===== config.mk =====
export PLATFORM = sky130hd
export DESIGN_NAME = cbz_engine
export DESIGN_NICKNAME = d
export VERILOG_FILES = /design/src/rtl/cbz_pkg.sv /design/src/rtl/cbz_perm_check.sv /design/src/rtl/cbz_store_seq.sv /design/src/rtl/cbz_engine.sv
export SDC_FILE = /design/constraint.sdc
export NUM_CORES = 1
export LEC_CHECK = 0
export ABC_AREA = 1
export ABC_CLOCK_PERIOD_IN_PS = 3000
export CAP_MARGIN = 0
export CORE_MARGIN = 5
export CORE_UTILIZATION = 42
export DETAILED_ROUTE_END_ITERATION = 10
export GPL_TIMING_DRIVEN = 0
export HOLD_SLACK_MARGIN = 0.15
export PLACE_DENSITY = 0.85
export SYNTH_ARGS = -nofsm -noshare
export SYNTH_HDL_FRONTEND = slang
export SYNTH_SLANG_ARGS = --single-unit

===== constraint.sdc =====
create_clock -name clk -period 3 [get_ports clk]
set_clock_uncertainty 0.15 [all_clocks]
set_input_delay 0.6 -clock clk [delete_from_list [all_inputs] [get_ports clk]]
set_output_delay 0.6 -clock clk [all_outputs]
set_load 0.005 [all_outputs]

===== src/rtl/cbz_pkg.sv =====
package cbz_pkg;
  typedef enum logic [1:0] {
    PRIV_USER  = 2'd0,
    PRIV_SUPV  = 2'd1,
    PRIV_RSVD  = 2'd2,
    PRIV_MACH  = 2'd3
  } priv_e;

  typedef enum logic [1:0] {
    RC_OK      = 2'd0,
    RC_ILLEGAL = 2'd1,
    RC_VIRTUAL = 2'd2,
    RC_STORE   = 2'd3
  } rcode_e;
endpackage


===== src/rtl/cbz_perm_check.sv =====
module cbz_perm_check
  import cbz_pkg::*;
(
  input  logic [1:0] priv,
  input  logic       virt,
  input  logic       en_m,
  input  logic       en_h,
  input  logic       en_s,
  output logic       deny,
  output logic [1:0] code
);
  logic below_m, upto_s, below_s;
  logic m_trip, v_trip, s_trip;

  assign below_m = (priv != PRIV_MACH);
  assign upto_s  = (priv <= PRIV_SUPV);
  assign below_s = (priv == PRIV_USER);

  assign m_trip = below_m && !en_m;
  assign v_trip = virt && ((upto_s && !en_h) || (below_s && !en_s));
  assign s_trip = below_s && !en_s;

  // Fixed order: machine enable, then virtual checks, then supervisor enable.
  always_comb begin
    deny = 1'b1;
    code = RC_ILLEGAL;
    if (m_trip) begin
      code = RC_ILLEGAL;
    end else if (v_trip) begin
      code = RC_VIRTUAL;
    end else if (s_trip) begin
      code = RC_ILLEGAL;
    end else begin
      deny = 1'b0;
      code = RC_OK;
    end
  end
endmodule


===== src/rtl/cbz_store_seq.sv =====
module cbz_store_seq #(
  parameter int AW        = 32,
  parameter int BLK_BYTES = 64
) (
  input  logic          clk,
  input  logic          rst,
  input  logic          start,
  input  logic [AW-1:0] base,
  input  logic          wr_ready,
  input  logic          wr_fault,
  output logic          busy,
  output logic          wr_valid,
  output logic [AW-1:0] wr_addr,
  output logic          last_ack,
  output logic          fault_ack
);
  localparam int OFFW = $clog2(BLK_BYTES);
  localparam logic [OFFW-1:0] LAST_IDX = OFFW'(BLK_BYTES - 1);

  logic            busy_q;
  logic [AW-1:0]   base_q;
  logic [OFFW-1:0] idx_q;
  logic            ack;

  assign ack       = busy_q && wr_ready;
  assign fault_ack = ack && wr_fault;
  assign last_ack  = ack && !wr_fault && (idx_q == LAST_IDX);

  always_ff @(posedge clk) begin
    if (rst) begin
      busy_q <= 1'b0;
      base_q <= '0;
      idx_q  <= '0;
    end else if (start) begin
      busy_q <= 1'b1;
      base_q <= base;
      idx_q  <= '0;
    end else if (ack) begin
      if (wr_fault || idx_q == LAST_IDX) begin
        busy_q <= 1'b0;
      end else begin
        idx_q <= idx_q + 1'b1;
      end
    end
  end

  assign busy     = busy_q;
  assign wr_valid = busy_q;
  assign wr_addr  = base_q | AW'(idx_q);
endmodule


===== src/rtl/cbz_engine.sv =====
module cbz_engine
  import cbz_pkg::*;
#(
  parameter int AW        = 32,
  parameter int BLK_BYTES = 64
) (
  input  logic          clk,
  input  logic          rst,
  input  logic          req_valid,
  output logic          req_ready,
  input  logic [AW-1:0] req_addr,
  input  logic [1:0]    req_priv,
  input  logic          req_virt,
  input  logic          cfg_en_m,
  input  logic          cfg_en_h,
  input  logic          cfg_en_s,
  output logic          busy,
  output logic          wr_valid,
  input  logic          wr_ready,
  output logic [AW-1:0] wr_addr,
  output logic [7:0]    wr_data,
  input  logic          wr_fault,
  output logic          rsp_done,
  output logic          rsp_fault,
  output logic [1:0]    rsp_code
);
  localparam logic [AW-1:0] ALIGN_MASK = ~AW'(BLK_BYTES - 1);

  logic          accept, deny, start;
  logic [1:0]    deny_code;
  logic [AW-1:0] aligned;
  logic          last_ack, fault_ack;

  cbz_perm_check u_perm (
    .priv (req_priv),
    .virt (req_virt),
    .en_m (cfg_en_m),
    .en_h (cfg_en_h),
    .en_s (cfg_en_s),
    .deny (deny),
    .code (deny_code)
  );

  assign req_ready = !busy;
  assign accept    = req_valid && req_ready;
  assign start     = accept && !deny;
  assign aligned   = req_addr & ALIGN_MASK;

  cbz_store_seq #(.AW(AW), .BLK_BYTES(BLK_BYTES)) u_seq (
    .clk       (clk),
    .rst       (rst),
    .start     (start),
    .base      (aligned),
    .wr_ready  (wr_ready),
    .wr_fault  (wr_fault),
    .busy      (busy),
    .wr_valid  (wr_valid),
    .wr_addr   (wr_addr),
    .last_ack  (last_ack),
    .fault_ack (fault_ack)
  );

  assign wr_data = 8'h00;

  always_ff @(posedge clk) begin
    if (rst) begin
      rsp_done  <= 1'b0;
      rsp_fault <= 1'b0;
      rsp_code  <= RC_OK;
    end else begin
      rsp_done  <= last_ack;
      rsp_fault <= fault_ack || (accept && deny);
      if (fault_ack)          rsp_code <= RC_STORE;
      else if (accept && deny) rsp_code <= deny_code;
      else                    rsp_code <= RC_OK;
    end
  end
endmodule


==> impl_results.md, run 1 <==
- Status: finished, final reports clean
- DR iter-0 viols: between 70 and 80
- Clk_lat worst skew: between 0.2 and 0.3 ns
- Routed WL per cell: between 10 and 15 µm
- Max-slew violations: 0
- Synthesis-stage register bit count: 37
- Htree depth: 2
- Cts bufs inserted: 5
- Fillers: approximately 370
- R2R Setup Slk: 1.41 ns
- Die W: about 74 µm
- Routed vias/inst: approximately 4.3
- Antenna-violating nets left: 0
- M1 wire length: 1590 µm
- Crit path DAT: 1.36 ns
- Post-CTS Setup Inserts: 0
- Routed wl met2: around 2100 µm
- Final Util: between 60% and 70%
- Die ar.: 0.00541 mm²
- Hold Slack: around 0.35 ns
- Register clock-pin slew on the reported worst setup and hold paths: 0.07 ns
- Vias in the first global route: about 1600
- Setup TNS: 0 ns
- Final GP Congestion: 0.785
- Post-synthesis sequential area ratio: 43.6%
- Max Used Layer: met4
- Crit path max fanout: 7
- Critical path class: flop to output pin
- Met3 wire len: ~300 µm
- CP Data Required Time: roughly 2.3 ns
- Max_cap viols: 0
- Post-CTS resize count: 0
- Gate Count Post-Synth: ~250
- Buffers on Ports: 75
- Ys Warns: 0
- Cell Area, Synth: 0.00170 mm²
- DIE HEIGHT: 73.6 µm
- Yosys cell types: 25
- Fmax: approximately 0.47 GHz
- P_leak: between 1 and 1.5 nW
- RSZ-0062 raised after global routing: false
- Antenna cells: 0
- CTS tree: built
- Bufs and invs on worst path: 2
- Setup ws final: between 0.8 and 0.9 ns
- Min Tclk post-route: 2.11 ns
- CP endpoint kind: output pin
- CTS Root Cell: clkbuf_8
- CP Cell Sequence: buf_4 > clkdlybuf4s50_1
- Setup violations, final: 0
- Dpl ws: approximately 0.70 ns
- Post-synth EDFFs: 0
- Top-level port count: 90
- Initial Utilization: a little over two fifths
- Worst min path class: flop to flop
- Slowest CP cell: clkdlybuf4s50_1
- Clock Sinks: 37
- Cell row count: 23
- Area growth syn-to-layout: 55.4%
- Slowest stage delay, CP: around 0.49 ns
- Mean post-synth cell area: approximately 6.7 µm²
- Largest net degree at the start of global routing: 12
- First-pass GRT wire length: 6770 µm
- Nets: between 300 and 400
- Startpoint Class: flop
- Clock Path Buffers: 2
- Hold buffers post-CTS: 0
- DRC Markers: 0
- DRT Wirelength: around 4000 µm
- Initial antenna violation count: 0
- Pwr Density: 439 mW/mm²
- Ys async rst share: 0%
- HPWL Detailed: 3260 µm
- Final Hold Violating Endpoints: 0
- VDD IR max: ~0.00029 V
- Fin crit share: between 70% and 80%
- Crit path max-delay family: buffers and inverters
- Core ar.: between 0.003 and 0.004 mm²
- Via count: around 1700
- Share of cells above drive strength 1: under 10%
- GRT Overall Usage: 16.2%
- DR pass1 iterations: 4
- Congestion Overflow GR: 0
- Primary FF master, synth: dfxtp_1
-- through the flow --
step                power [mW]  instances  instance area (µm²)
floorplan                0.662        259                 1720
global placement         0.796        384                 2540
detailed placement       0.803        384                 2540
CTS                       1.18        392                 2640
global route              1.24        392                 2640
finish                    1.16        392                 2640
-- tightest hold or removal path, cell delays in order, from the launching register on --
cell	delay (ns)
dfxtp_1	0.33
nand2_1	0.07
a21oi_1	0.05
-- layout by cell type, fill, tap and decap left out --
cell             Yosys  routed
o21ai_0              1       1
clkinv_2             0       1
buf_6                3       3
conb_1               1       8
a21oi_1              8       8
clkbuf_1             2       2
clkdlybuf4s50_1      0      75
nor3_1               1       1
or2_4                1       1
xnor2_1              1       1
nor2_1              56      56
inv_2                2       2
dfxtp_1             37      37
buf_2                2       2
ha_1                 1       1
nor2_2               2       2
nand2_1             75      75
nor4_1               1       1
buf_4                9       9
xor2_1               2       2
nor2_8               1       1
nand3_4              1       1
nand3_1              7       7
nand4_1              1       1
o21ai_1              1       1
inv_1               35      35
clkinv_1             1       1
clkbuf_8             0       7
-- per-layer routing --
layer  vias up  track usage, %
met5         -               0
met4         0            6.64
met3         4            5.06
met2        46            29.5
met1       732            17.1
li1        899               -
-- registers in the layout, summed over array words and instances (netlist names) --
name          cells
rsp_fault         1
u_seq.busy        1
rsp_code          2
u_seq.base_q     26
rsp_done          1
u_seq.idx_q       6
-- Yosys cell counts, types with 2 or more instances --
cell      instances  area (µm²)
buf_4             9        67.6
inv_1            35         131
nor2_2            2        12.5
a21oi_1           8        40.0
inv_2             2        7.51
nand2_1          75         282
clkbuf_1          2        7.51
nand3_1           7        35.0
nor2_1           56         210
buf_2             2        10.0
buf_6             3        33.8
xor2_1            2        17.5
dfxtp_1          37         741
-- area by class of cell --
type                            count  area [µm²]  area share [%]
Timing Repair Buffer               75         751            28.4
Sequential cell                    37         741            28.1
Inverter                           38         143            5.41
Buffer                             16         119            4.50
Multi-Input combinational cell    168         722            27.4
Clock buffer                        7        96.3            3.65
Clock inverter                      1        5.00           0.190
Tap cell                           50        62.6            2.37
-- worst paths after layout --
| kind | startpoint | endpoint | depth (start not counted) |
|---|---|---|---|
| max reg2reg | u_seq.idx_q[0]$_SDFFE_PP0P_ | u_seq.idx_q[4]$_SDFFE_PP0P_ | 7 |
| max | u_seq.busy$_SDFFE_PP0P_ | wr_valid | 2 |
| min | u_seq.idx_q[3]$_SDFFE_PP0P_ | u_seq.idx_q[3]$_SDFFE_PP0P_ | 2 |
| min reg2reg | u_seq.idx_q[3]$_SDFFE_PP0P_ | u_seq.idx_q[3]$_SDFFE_PP0P_ | 2 |
-- where the power goes --
group          leakage (nW)  total (mW)  internal [mW]  switching [mW]
Clock                0.0542       0.370          0.207           0.162
Combinational         0.869       0.248          0.145           0.103
Sequential            0.303       0.541          0.525          0.0163
-- kinds of logic after synthesis --
family | Yosys count | synth area share [%]
AND/OR/NAND/NOR | 146 | 35.5
buffers and inverters | 54 | 15.4
flip-flops | 37 | 43.6
AO/OA/AOI/OAI | 10 | 2.95
XOR/XNOR | 3 | 1.55
adder cells (fa/ha/maj) | 1 | 0.737
other | 1 | 0.221
Note: power is estimated with default switching activity, not from simulation.
==> run 2, diff against run 1 <==
Settings changed: ABC_CLOCK_PERIOD_IN_PS 3000 to 2200, CORE_UTILIZATION 42 to 39, PLACE_DENSITY 0.85 to 0.8.
Clock period 3 ns to 2.2 ns, I/O delays scaled along.
==> run 2 against run 1 <==
Compared with the run above:
- final cell count is 0.51% higher
- count of clock-buffer cells in the layout unchanged
- via count down 1.3%
- cell area up 0.24%
- critical path depth stayed put
- register-to-register slack worse by 0.80 ns
- flip-flop and latch count stayed put
- sequential power increased by 36%
- global-route usage fell by 2.2 points
- largest power group unchanged
==> impl_results.md, run 2 (same netlist as run 1, synthesis figures left out) <==
- Status: finished, final reports clean
- Setup violations, final: 0 (unchanged)
- Leading registers by flop count: u_seq.base_q x26, u_seq.idx_q x6, rsp_code x2
- Crit path DAT: 1.36 ns (about the same)
- Antenna-violating nets left: 0 (unchanged)
- Clock Path Buffers: 2 (unchanged)
- Congestion Overflow GR: 0 (unchanged)
- DR pass1 iterations: 4 (unchanged)
- HPWL Detailed: 3190 µm (-2.3%)
- Initial Utilization: 39.5% (-3.2 points)
- Crit path max fanout: 7 (unchanged)
- Share of cells above drive strength 1: 8.48% (unchanged)
- GRT Overall Usage: 14.1% (-2.2 points)
- Fillers: 391 (+4.5%)
- Routed WL per cell: 10.6 µm (+1.8%)
- Startpoint Class: flop
- CP endpoint kind: output pin
- Final Hold Violating Endpoints: 0 (unchanged)
- Reg area: 741 µm² (unchanged)
- CP Data Required Time: 1.61 ns (-0.64 ns)
- Final GP Congestion: 0.806 (+2.7%)
- Pwr Density: 610 mW/mm² (+39%)
- Post-CTS resize count: 0 (unchanged)
- Vias in the first global route: 1473 (-9.4%)
- R2R Setup Slk: 0.61 ns (-0.80 ns)
- Buffers on Ports: 75 (unchanged)
- Clock Sinks: 37 (unchanged)
- Biggest register: u_seq.base_q
- Hold depth: 2 (unchanged)
- CTS tree: built
- Max_cap viols: 0 (unchanged)
- Hold buffers post-CTS: 0 (unchanged)
- Cts bufs inserted: 5 (unchanged)
- Max-slew violations: 0 (unchanged)
- Core ar.: 0.00429 mm² (+8.1%)
- Initial antenna violation count: 0 (unchanged)
- Nets: 385 (unchanged)
- DRT Wirelength: 4160 µm (+2.4%)
- Critical path class: flop to output pin
- Largest net degree at the start of global routing: 13 (+1)
- Worst r2r src: u_seq.idx_q[0]$_SDFFE_PP0P_
- Post-CTS Setup Inserts: 0 (unchanged)
- Clk_lat worst skew: 0.29 ns (+0.02 ns)
- Worst flop-to-flop path endpoint: u_seq.idx_q[0]$_SDFFE_PP0P_
- Via count: 1659 (-1.3%)
- P_leak: 1.23 nW (about the same)
- Setup TNS: 0 ns (unchanged)
- Footprint of the multi-input gates: 722 µm² (unchanged)
- Die ar.: 0.00577 mm² (+6.6%)
- First-pass GRT wire length: 6760 µm (about the same)
- Min-delay src: u_seq.idx_q[3]$_SDFFE_PP0P_
- Cell row count: 24 (+4.3%)
- VDD IR max: 0.000382 V (+32%)
- Final Util: 61.6% (-4.8 points)
- DRC Markers: 0 (unchanged)
- WHS Endpoint: u_seq.idx_q[3]$_SDFFE_PP0P_
- Commonest cells after routing, fill and taps aside: 75 x nand2_1, 75 x clkdlybuf4s50_1, 56 x nor2_1
- DIE HEIGHT: 76.0 µm (+3.3%)
- Top-level port count: 90 (unchanged)
- CTS Root Cell: clkbuf_8
- Routed vias/inst: 4.21 (-1.8%)
- Area growth syn-to-layout: 55.8%
- Htree depth: 2 (unchanged)
- Die W: 76.0 µm (+3.3%)
- Min Tclk post-route: just under 2 ns
- DR iter-0 viols: 65 (-18%)
- Register clock-pin slew on the reported worst setup and hold paths: 0.08 ns (about the same)
- Antenna cells: 0 (unchanged)
- Fmax: roughly 0.51 GHz
- CP startpoint: u_seq.busy$_SDFFE_PP0P_
- Worst r2r path cells: 6 (-1)
- RSZ-0062 raised after global routing: false
- Worst min path class: flop to flop
- Largest register FFs: 26 (unchanged)
- Fin crit share: between 80% and 90%
-- run 2: changes by cell type in the layout (fill, tap and decap cells not counted), sizes merged --
cell,previous run,this run
clkinv,2,1
inv,37,38
-- run 2: routing by layer --
layer | GRT usage, % | up-vias | routed length [µm]
met2 | 23.2 | 45 | 2050
met4 | 4.80 | 0 | 36
met1 | 17.1 | 709 | 1800
met3 | 4.49 | 6 | 279
met5 | 0 | - | 0
li1 | - | 899 | -
-- run 2: worst max path at each step --
stage / end / cells after the start
final: wr_valid / 2
after global routing: wr_valid / 2
after CTS: wr_valid / 2
after detailed placement: u_seq.base_q[9]$_SDFFE_PP0P_ / 5
after global placement: u_seq.base_q[31]$_SDFFE_PP0P_ / 5
after floorplan: u_seq.idx_q[5]$_SDFFE_PP0P_ / 8
-- run 2: per-stage QoR --
step | instance area [µm²] | cells | total power [mW] | setup WS [ns] | hold slack (ns)
detailed placement | 2540 | 386 | 1.09 | 0.106 | 0.339
finish | 2650 | 394 | 1.61 | 0.246 | 0.348
global placement | 2540 | 386 | 1.09 | 0.105 | 0.336
global route | 2650 | 394 | 1.71 | 0.162 | 0.387
CTS | 2650 | 394 | 1.64 | 0.225 | 0.351
floorplan | 1720 | 259 | 0.903 | 0.748 | 0.330
-- run 2: layout make-up --
| cell class | count | area share (%) |
|---|---|---|
| Tap cell | 52 | 2.46 |
| Clock inverter | 1 | 0.331 |
| Inverter | 38 | 5.39 |
| Clock buffer | 7 | 3.64 |
| Timing Repair Buffer | 75 | 28.4 |
| Multi-Input combinational cell | 168 | 27.3 |
| Sequential cell | 37 | 28.0 |
| Buffer | 16 | 4.49 |
-- run 2: report_power, final --
part	total (mW)	internal, mW	switching [mW]
Combinational	0.338	0.198	0.141
Clock	0.539	0.289	0.249
Sequential	0.737	0.715	0.0225
-- run 2: critical path, stage by stage (launching register included) --
cell and delay [ns]:
dfxtp_1 0.44, buf_4 0.15, clkdlybuf4s50_1 0.49
